$ cat src/rtl/gpio_pkg.sv
package gpio_pkg;
  // word indices (byte offset / 4) of the port registers
  localparam int unsigned WIDX_DATA = 0;
  localparam int unsigned WIDX_DIR  = 1;
  localparam int unsigned WIDX_POL  = 2;
  localparam int unsigned WIDX_KIND = 3;
  localparam int unsigned WIDX_DEB  = 4;
  localparam int unsigned WIDX_MASK = 5;
  localparam int unsigned WIDX_STAT = 6;
endpackage

$ cat src/rtl/gpio_tick_gen.sv
module gpio_tick_gen #(
  parameter int unsigned TICK_DIV = 390625
) (
  input  logic clk,
  input  logic rst,
  output logic tick
);
  localparam int unsigned CW = (TICK_DIV > 2) ? $clog2(TICK_DIV) : 1;
  localparam logic [CW-1:0] LAST = CW'(TICK_DIV - 1);

  logic [CW-1:0] cnt_q;

  always_ff @(posedge clk) begin
    if (rst) begin
      cnt_q <= '0;
      tick  <= 1'b0;
    end else if (cnt_q == LAST) begin
      cnt_q <= '0;
      tick  <= 1'b1;
    end else begin
      cnt_q <= cnt_q + 1'b1;
      tick  <= 1'b0;
    end
  end
endmodule

$ cat src/rtl/gpio_pin_cond.sv
module gpio_pin_cond #(
  parameter int unsigned NPINS = 8
) (
  input  logic             clk,
  input  logic             rst,
  input  logic             tick,
  input  logic [NPINS-1:0] pin_in,
  input  logic [NPINS-1:0] deb_en,
  output logic [NPINS-1:0] sync_lvl,
  output logic [NPINS-1:0] cond_lvl
);
  logic [NPINS-1:0] meta_q;
  logic [NPINS-1:0] filt_q;

  always_ff @(posedge clk) begin
    if (rst) begin
      meta_q   <= '0;
      sync_lvl <= '0;
    end else begin
      meta_q   <= pin_in;
      sync_lvl <= meta_q;
    end
  end

  for (genvar p = 0; p < NPINS; p++) begin : g_deb
    logic [1:0] hist_q;
    always_ff @(posedge clk) begin
      if (rst) begin
        hist_q    <= 2'b00;
        filt_q[p] <= 1'b0;
      end else begin
        if (tick) hist_q <= {hist_q[0], sync_lvl[p]};
        if (hist_q[1] == hist_q[0]) filt_q[p] <= hist_q[0];
      end
    end
    assign cond_lvl[p] = deb_en[p] ? filt_q[p] : sync_lvl[p];
  end
endmodule

$ cat src/rtl/gpio_irq_detect.sv
module gpio_irq_detect #(
  parameter int unsigned NPINS = 8
) (
  input  logic             clk,
  input  logic             rst,
  input  logic [NPINS-1:0] cond_lvl,
  input  logic [NPINS-1:0] pol,
  input  logic [NPINS-1:0] kind,
  input  logic [NPINS-1:0] clr,
  output logic [NPINS-1:0] stat
);
  logic [NPINS-1:0] prev_q;

  always_ff @(posedge clk) begin
    if (rst) prev_q <= '0;
    else     prev_q <= cond_lvl;
  end

  for (genvar p = 0; p < NPINS; p++) begin : g_det
    logic rise, fall, hit;
    assign rise = cond_lvl[p] & ~prev_q[p];
    assign fall = ~cond_lvl[p] & prev_q[p];
    assign hit  = pol[p] ? rise : fall;
    always_ff @(posedge clk) begin
      if (rst)          stat[p] <= 1'b0;
      else if (kind[p]) stat[p] <= (stat[p] & ~clr[p]) | hit;
      else              stat[p] <= (cond_lvl[p] == pol[p]);
    end
  end
endmodule

$ cat src/rtl/gpio_irq_port.sv
module gpio_irq_port
  import gpio_pkg::*;
#(
  parameter int unsigned NPINS    = 8,
  parameter int unsigned BUS_W    = 32,
  parameter int unsigned ADDR_W   = 5,
  parameter int unsigned TICK_DIV = 390625
) (
  input  logic              clk,
  input  logic              rst,
  input  logic [ADDR_W-1:0] bus_addr,
  input  logic              bus_wr,
  input  logic              bus_rd,
  input  logic [BUS_W-1:0]  bus_wdata,
  output logic [BUS_W-1:0]  bus_rdata,
  input  logic [NPINS-1:0]  pin_in,
  output logic [NPINS-1:0]  pin_out,
  output logic [NPINS-1:0]  pin_oe,
  output logic              irq
);
  localparam int unsigned WW = ADDR_W - 2;

  logic [WW-1:0]    widx;
  logic [NPINS-1:0] wbyte;
  logic [NPINS-1:0] out_q, dir_q, pol_q, kind_q, deb_q, mask_q;
  logic [NPINS-1:0] sync_lvl, cond_lvl, stat_q, clr, rd_mux;
  logic             tick;
  logic             unused_bits;

  assign widx        = bus_addr[ADDR_W-1:2];
  assign wbyte       = bus_wdata[NPINS-1:0];
  assign unused_bits = ^{bus_wdata[BUS_W-1:NPINS], bus_addr[1:0]};

  gpio_tick_gen #(.TICK_DIV(TICK_DIV)) i_tick (
    .clk(clk), .rst(rst), .tick(tick)
  );

  gpio_pin_cond #(.NPINS(NPINS)) i_cond (
    .clk(clk), .rst(rst), .tick(tick), .pin_in(pin_in), .deb_en(deb_q),
    .sync_lvl(sync_lvl), .cond_lvl(cond_lvl)
  );

  assign clr = (bus_wr && widx == WW'(WIDX_STAT)) ? wbyte : '0;

  gpio_irq_detect #(.NPINS(NPINS)) i_det (
    .clk(clk), .rst(rst), .cond_lvl(cond_lvl), .pol(pol_q), .kind(kind_q),
    .clr(clr), .stat(stat_q)
  );

  always_ff @(posedge clk) begin
    if (rst) begin
      out_q  <= '0;
      dir_q  <= '0;
      pol_q  <= '0;
      kind_q <= '0;
      deb_q  <= '0;
      mask_q <= '0;
    end else if (bus_wr) begin
      case (widx)
        WW'(WIDX_DATA): out_q  <= (out_q & ~dir_q) | (wbyte & dir_q);
        WW'(WIDX_DIR):  dir_q  <= wbyte;
        WW'(WIDX_POL):  pol_q  <= wbyte;
        WW'(WIDX_KIND): kind_q <= wbyte;
        WW'(WIDX_DEB):  deb_q  <= wbyte;
        WW'(WIDX_MASK): mask_q <= wbyte;
        default: ;
      endcase
    end
  end

  always_comb begin
    case (widx)
      WW'(WIDX_DATA): rd_mux = sync_lvl;
      WW'(WIDX_DIR):  rd_mux = dir_q;
      WW'(WIDX_POL):  rd_mux = pol_q;
      WW'(WIDX_KIND): rd_mux = kind_q;
      WW'(WIDX_DEB):  rd_mux = deb_q;
      WW'(WIDX_MASK): rd_mux = mask_q;
      WW'(WIDX_STAT): rd_mux = stat_q;
      default:        rd_mux = '0;
    endcase
  end

  always_ff @(posedge clk) begin
    if (rst) begin
      bus_rdata <= '0;
      irq       <= 1'b0;
    end else begin
      bus_rdata <= bus_rd ? {{(BUS_W-NPINS){1'b0}}, rd_mux} : '0;
      irq       <= |(stat_q & mask_q);
    end
  end

  assign pin_out = out_q;
  assign pin_oe  = dir_q;
endmodule

$ cat config.mk
export PLATFORM = sky130hd
export DESIGN_NAME = gpio_irq_port
export DESIGN_NICKNAME = d
export VERILOG_FILES = /design/src/rtl/gpio_pkg.sv /design/src/rtl/gpio_tick_gen.sv /design/src/rtl/gpio_pin_cond.sv /design/src/rtl/gpio_irq_detect.sv /design/src/rtl/gpio_irq_port.sv
export SDC_FILE = /design/constraint.sdc
export NUM_CORES = 1
export LEC_CHECK = 0
export BUFFER_PORTS_ARGS = -buffer_cell sky130_fd_sc_hd__clkbuf_2
export CAP_MARGIN = 20
export CORE_MARGIN = 4
export CORE_UTILIZATION = 55
export CTS_CLUSTER_DIAMETER = 150
export DETAILED_ROUTE_END_ITERATION = 8
export GPL_ROUTABILITY_DRIVEN = 0
export PLACE_DENSITY = 0.88
export SYNTH_ARGS = -nofsm -noshare
export SYNTH_HDL_FRONTEND = slang
export SYNTH_HIERARCHICAL = 1
export SYNTH_SLANG_ARGS = --single-unit
$ cat constraint.sdc
create_clock -name clk -period 3.5 [get_ports clk]
set_input_delay 0.7 -clock clk [delete_from_list [all_inputs] [get_ports clk]]
set_output_delay 0.7 -clock clk [all_outputs]
set_load 0.02 [all_outputs]
==> run_results.csv <==
group,metric,value,unit
run_status,status,"finished, final reports clean",
timing,max_freq,482,MHz
routing,drt-initial-drc-count,302,
cts,post_cts_buffers,0,
yosys,syn_inst,616,
yosys,ys_ff_latch,133,
floorplan,core,10300,um^2
timing,slew_headroom,36.8,%
cts,cts.sinks,133,
cts,cts-resized-gates,0,
timing,final_max_slew_viol_count,0,
routing,num_vias,4602,
yosys,synth_top_flop_cell,"dfxtp_1",
timing,rsz0062_at_grt,"false",
worst_setup_path,cp_slowest_cell,"o31ai_4",
worst_setup_path,cp_top_family,"compound AO/OA/AOI/OAI gates",
worst_setup_path,r2r_setup_slack,1.42,ns
floorplan,fp.dieW,110,um
yosys,synthTopCellsByCount,"133 x dfxtp_1, 64 x nand2_1, 55 x nor2_1",
grt,antenna_found_initial,0,
worst_setup_path,required,3.88,ns
cts,clkSlewWorstSetupHoldPaths,0.06,ns
worst_setup_path,timing.critical_path.arrival,2.46,ns
timing,fin_skew,0.00719,ns
yosys,synth_area_leaders,"dfxtp_1 46%, mux2i_1 7.5%, nand2_1 4.2%",
timing,finalCritPeriodShare,59.3,%
cells_and_area,n_antenna_cell,0,
cts,clkLatencyLatePin,0.53,ns
worst_setup_path,cp_num_cells,4,
worst_setup_path,r2r-end,"i_tick/cnt_q[9]",
placed_design,place_inst,772,
grt,grt_overflow,0,
cts,tritoncts,"yes",
routing,final_antenna_net_count,0,
timing,period_needed,2.08,ns
floorplan,die_h,110,um
floorplan,rows,37,
grt,grt_pass1_vias,4487,
routing,via_per_inst,5.73,
worst_setup_path,r2r_cells,4,
grt,grt_max_degree,77,
yosys,yosysMostFrequentCell,"dfxtp_1",
yosys,synth_edf_count,0,
floorplan,start_util,56.1,%
timing,finalHoldViolations,0,
yosys,synth_cell_type_count,54,
power,irDropWorstVdd,0.445,mV
worst_setup_path,startpoint_type,"register",
placed_design,hpwl,8.62,mm
grt,grt_usage,22.4,%
cts,cts_htree_levels,4,
worst_setup_path,path_buf_inv,0,
yosys,netlist.area_leader.share,46.2,%
timing,setup-tns-final,0,ns
cells_and_area,area_growth,13.8,%
worst_setup_path,crit_path_end,"i_tick/cnt_q[9]",
floorplan,dieArea,12200,um^2
power,power_leakage,2.37,nW
worst_hold_path,hold_class,"in -> reg",
cts,clockRootBuffer,"clkbuf_8",
yosys,ys.warnings.count,6,
placed_design,io_buffers,47,
yosys,async_reset_ff_share,0,%
worst_setup_path,reg2reg_from,"i_tick/cnt_q[2]",
worst_setup_path,worstPathCellList,"nor4_1 > nand4_1 > o31ai_4 > nor2_1",
grt,grt_pass1_wl,22.1,mm
routing,drc,0,
timing,setup_violations,0,
power,power_density,566,nW/um^2
yosys,yosysSeqAreaShare,46.2,%
worst_setup_path,worstSetupEndpointType,"register",
cts,clk_path_buf_depth,2,
timing,worst_slew_pin_slew,0.947,ns
cells_and_area,fin_cells,803,
routing,first_pass_iters,5,
routing,wl_per_cell,16.7,um
cts,cts_hold_buf,0,
yosys,yosysTopAreaCell,"dfxtp_1",
worst_setup_path,critPathMaxFanout,18,
yosys,avgSynthCellArea,9.37,um^2
floorplan,io_pins,98,
worst_setup_path,worstSetupPathType,"reg -> reg",
cts,numCtsBuffers,17,
worst_setup_path,cp-startpoint,"i_tick/cnt_q[2]",
cells_and_area,drive_gt1_share,17.8,%
flow_run,max_cap_viol_count,0,
routing,drt_wl_total,13.4,mm
cells_and_area,fin_nets,706,
worst_setup_path,max_stage_delay,0.83,ns
yosys,syn-cell-area,5770,um^2
[per-stage QoR]
stage / hold WS (ns) / instance area (um^2) / setup slack (ns) / utilization [%] / power [mW]
final: 0.375 / 6570 / 1.42 / 63.9 / 3.71
after CTS: 0.365 / 6570 / 1.40 / 63.9 / 3.73
after floorplan: 0.414 / 5860 / 1.77 / - / 1.77
after global placement: 0.420 / 5920 / 1.02 / 57.6 / 1.79
after global routing: 0.354 / 6570 / 1.27 / 63.9 / 3.83
after detailed placement: 0.428 / 5920 / 0.968 / 57.6 / 1.80
[state kept, by name, summed over array words and instances, names as in the netlist, 8 cells and up, named ones only]
| name | count |
|---|---|
| i_cond/filt_q | 8 |
| pol_q | 8 |
| i_cond/g_deb.hist_q | 16 |
| i_det/stat | 8 |
| bus_rdata | 8 |
| pin_oe | 8 |
| i_cond/meta_q | 8 |
| i_tick/cnt_q | 19 |
| i_cond/sync_lvl | 8 |
| kind_q | 8 |
| i_det/prev_q | 8 |
| deb_q | 8 |
| mask_q | 8 |
[metal layers]
| layer | vias up | global-route usage [%] | share of wire (%) |
|---|---|---|---|
| li1 | 2176 | - | - |
| met1 | 2188 | 26.5 | 40 |
| met2 | 198 | 36.9 | 50 |
| met3 | 40 | 7.07 | 7.4 |
| met4 | 0 | 10.6 | 3.5 |
| met5 | - | 0 | 0 |
[kinds of logic after synthesis]
kind of cell | synth area share (%)
muxes | 12.3
other | 0.0650
xor gates and xnor gates | 1.82
buffers and inverters | 7.79
adders and majority gates | 0.434
and+or+nand+nor | 20.7
DFF | 46.2
AOI/OAI and AO/OA | 10.8
[worst min path at each step]
stage	from	endpoint	slack, ns	cells past startpoint
2_1_floorplan	i_cond/meta_q[0]	i_cond/sync_lvl[0]	0.41	1
3_3_place_gp	i_cond/meta_q[7]	i_cond/sync_lvl[7]	0.42	1
3_5_place_dp	i_cond/meta_q[7]	i_cond/sync_lvl[7]	0.43	1
4_1_cts	pin_in[7]	i_cond/meta_q[7]	0.37	2
5_1_grt	pin_in[7]	i_cond/meta_q[7]	0.35	2
6_report	pin_in[3]	i_cond/meta_q[3]	0.37	2
[final cells by class]
class                   count  area (um^2)
fillers                   824         3710
clock inverters            10          203
clock buffers              21          439
inverters                  20         75.1
repair buffers             50          260
flip-flops and latches    133         2660
multi-input cells         433         2760
well taps                 136          170
[power by group]
part	switching, mW	leakage, nW	internal, mW
registers	0.0312	1.08	1.55
logic	0.132	0.980	0.0652
clock network	0.626	0.312	1.31
total	0.789	2.37	2.93
[layout by cell type, fill, tap and decap left out, types with 3 or more instances in the layout]
master	count
xor2_1	7
conb_1	24
nor2_1	55
nor2b_1	26
a31oi_1	14
inv_1	20
and4b_1	3
clkinv_2	3
clkbuf_2	46
nor3_1	4
bufinv_16	6
dfxtp_1	133
nand4_1	6
nor2_2	10
buf_4	4
nor4_1	3
and4_1	3
o21ai_1	8
o21ai_0	18
clkbuf_1	3
clkbuf_16	16
nand3_1	23
nand3b_1	8
and2_1	8
nand2_1	64
a21oi_1	35
or3_1	3
xnor2_1	5
a22oi_1	4
mux2_2	20
mux2i_1	43
a32oi_1	12
Note: power is estimated with default switching activity, not from simulation.
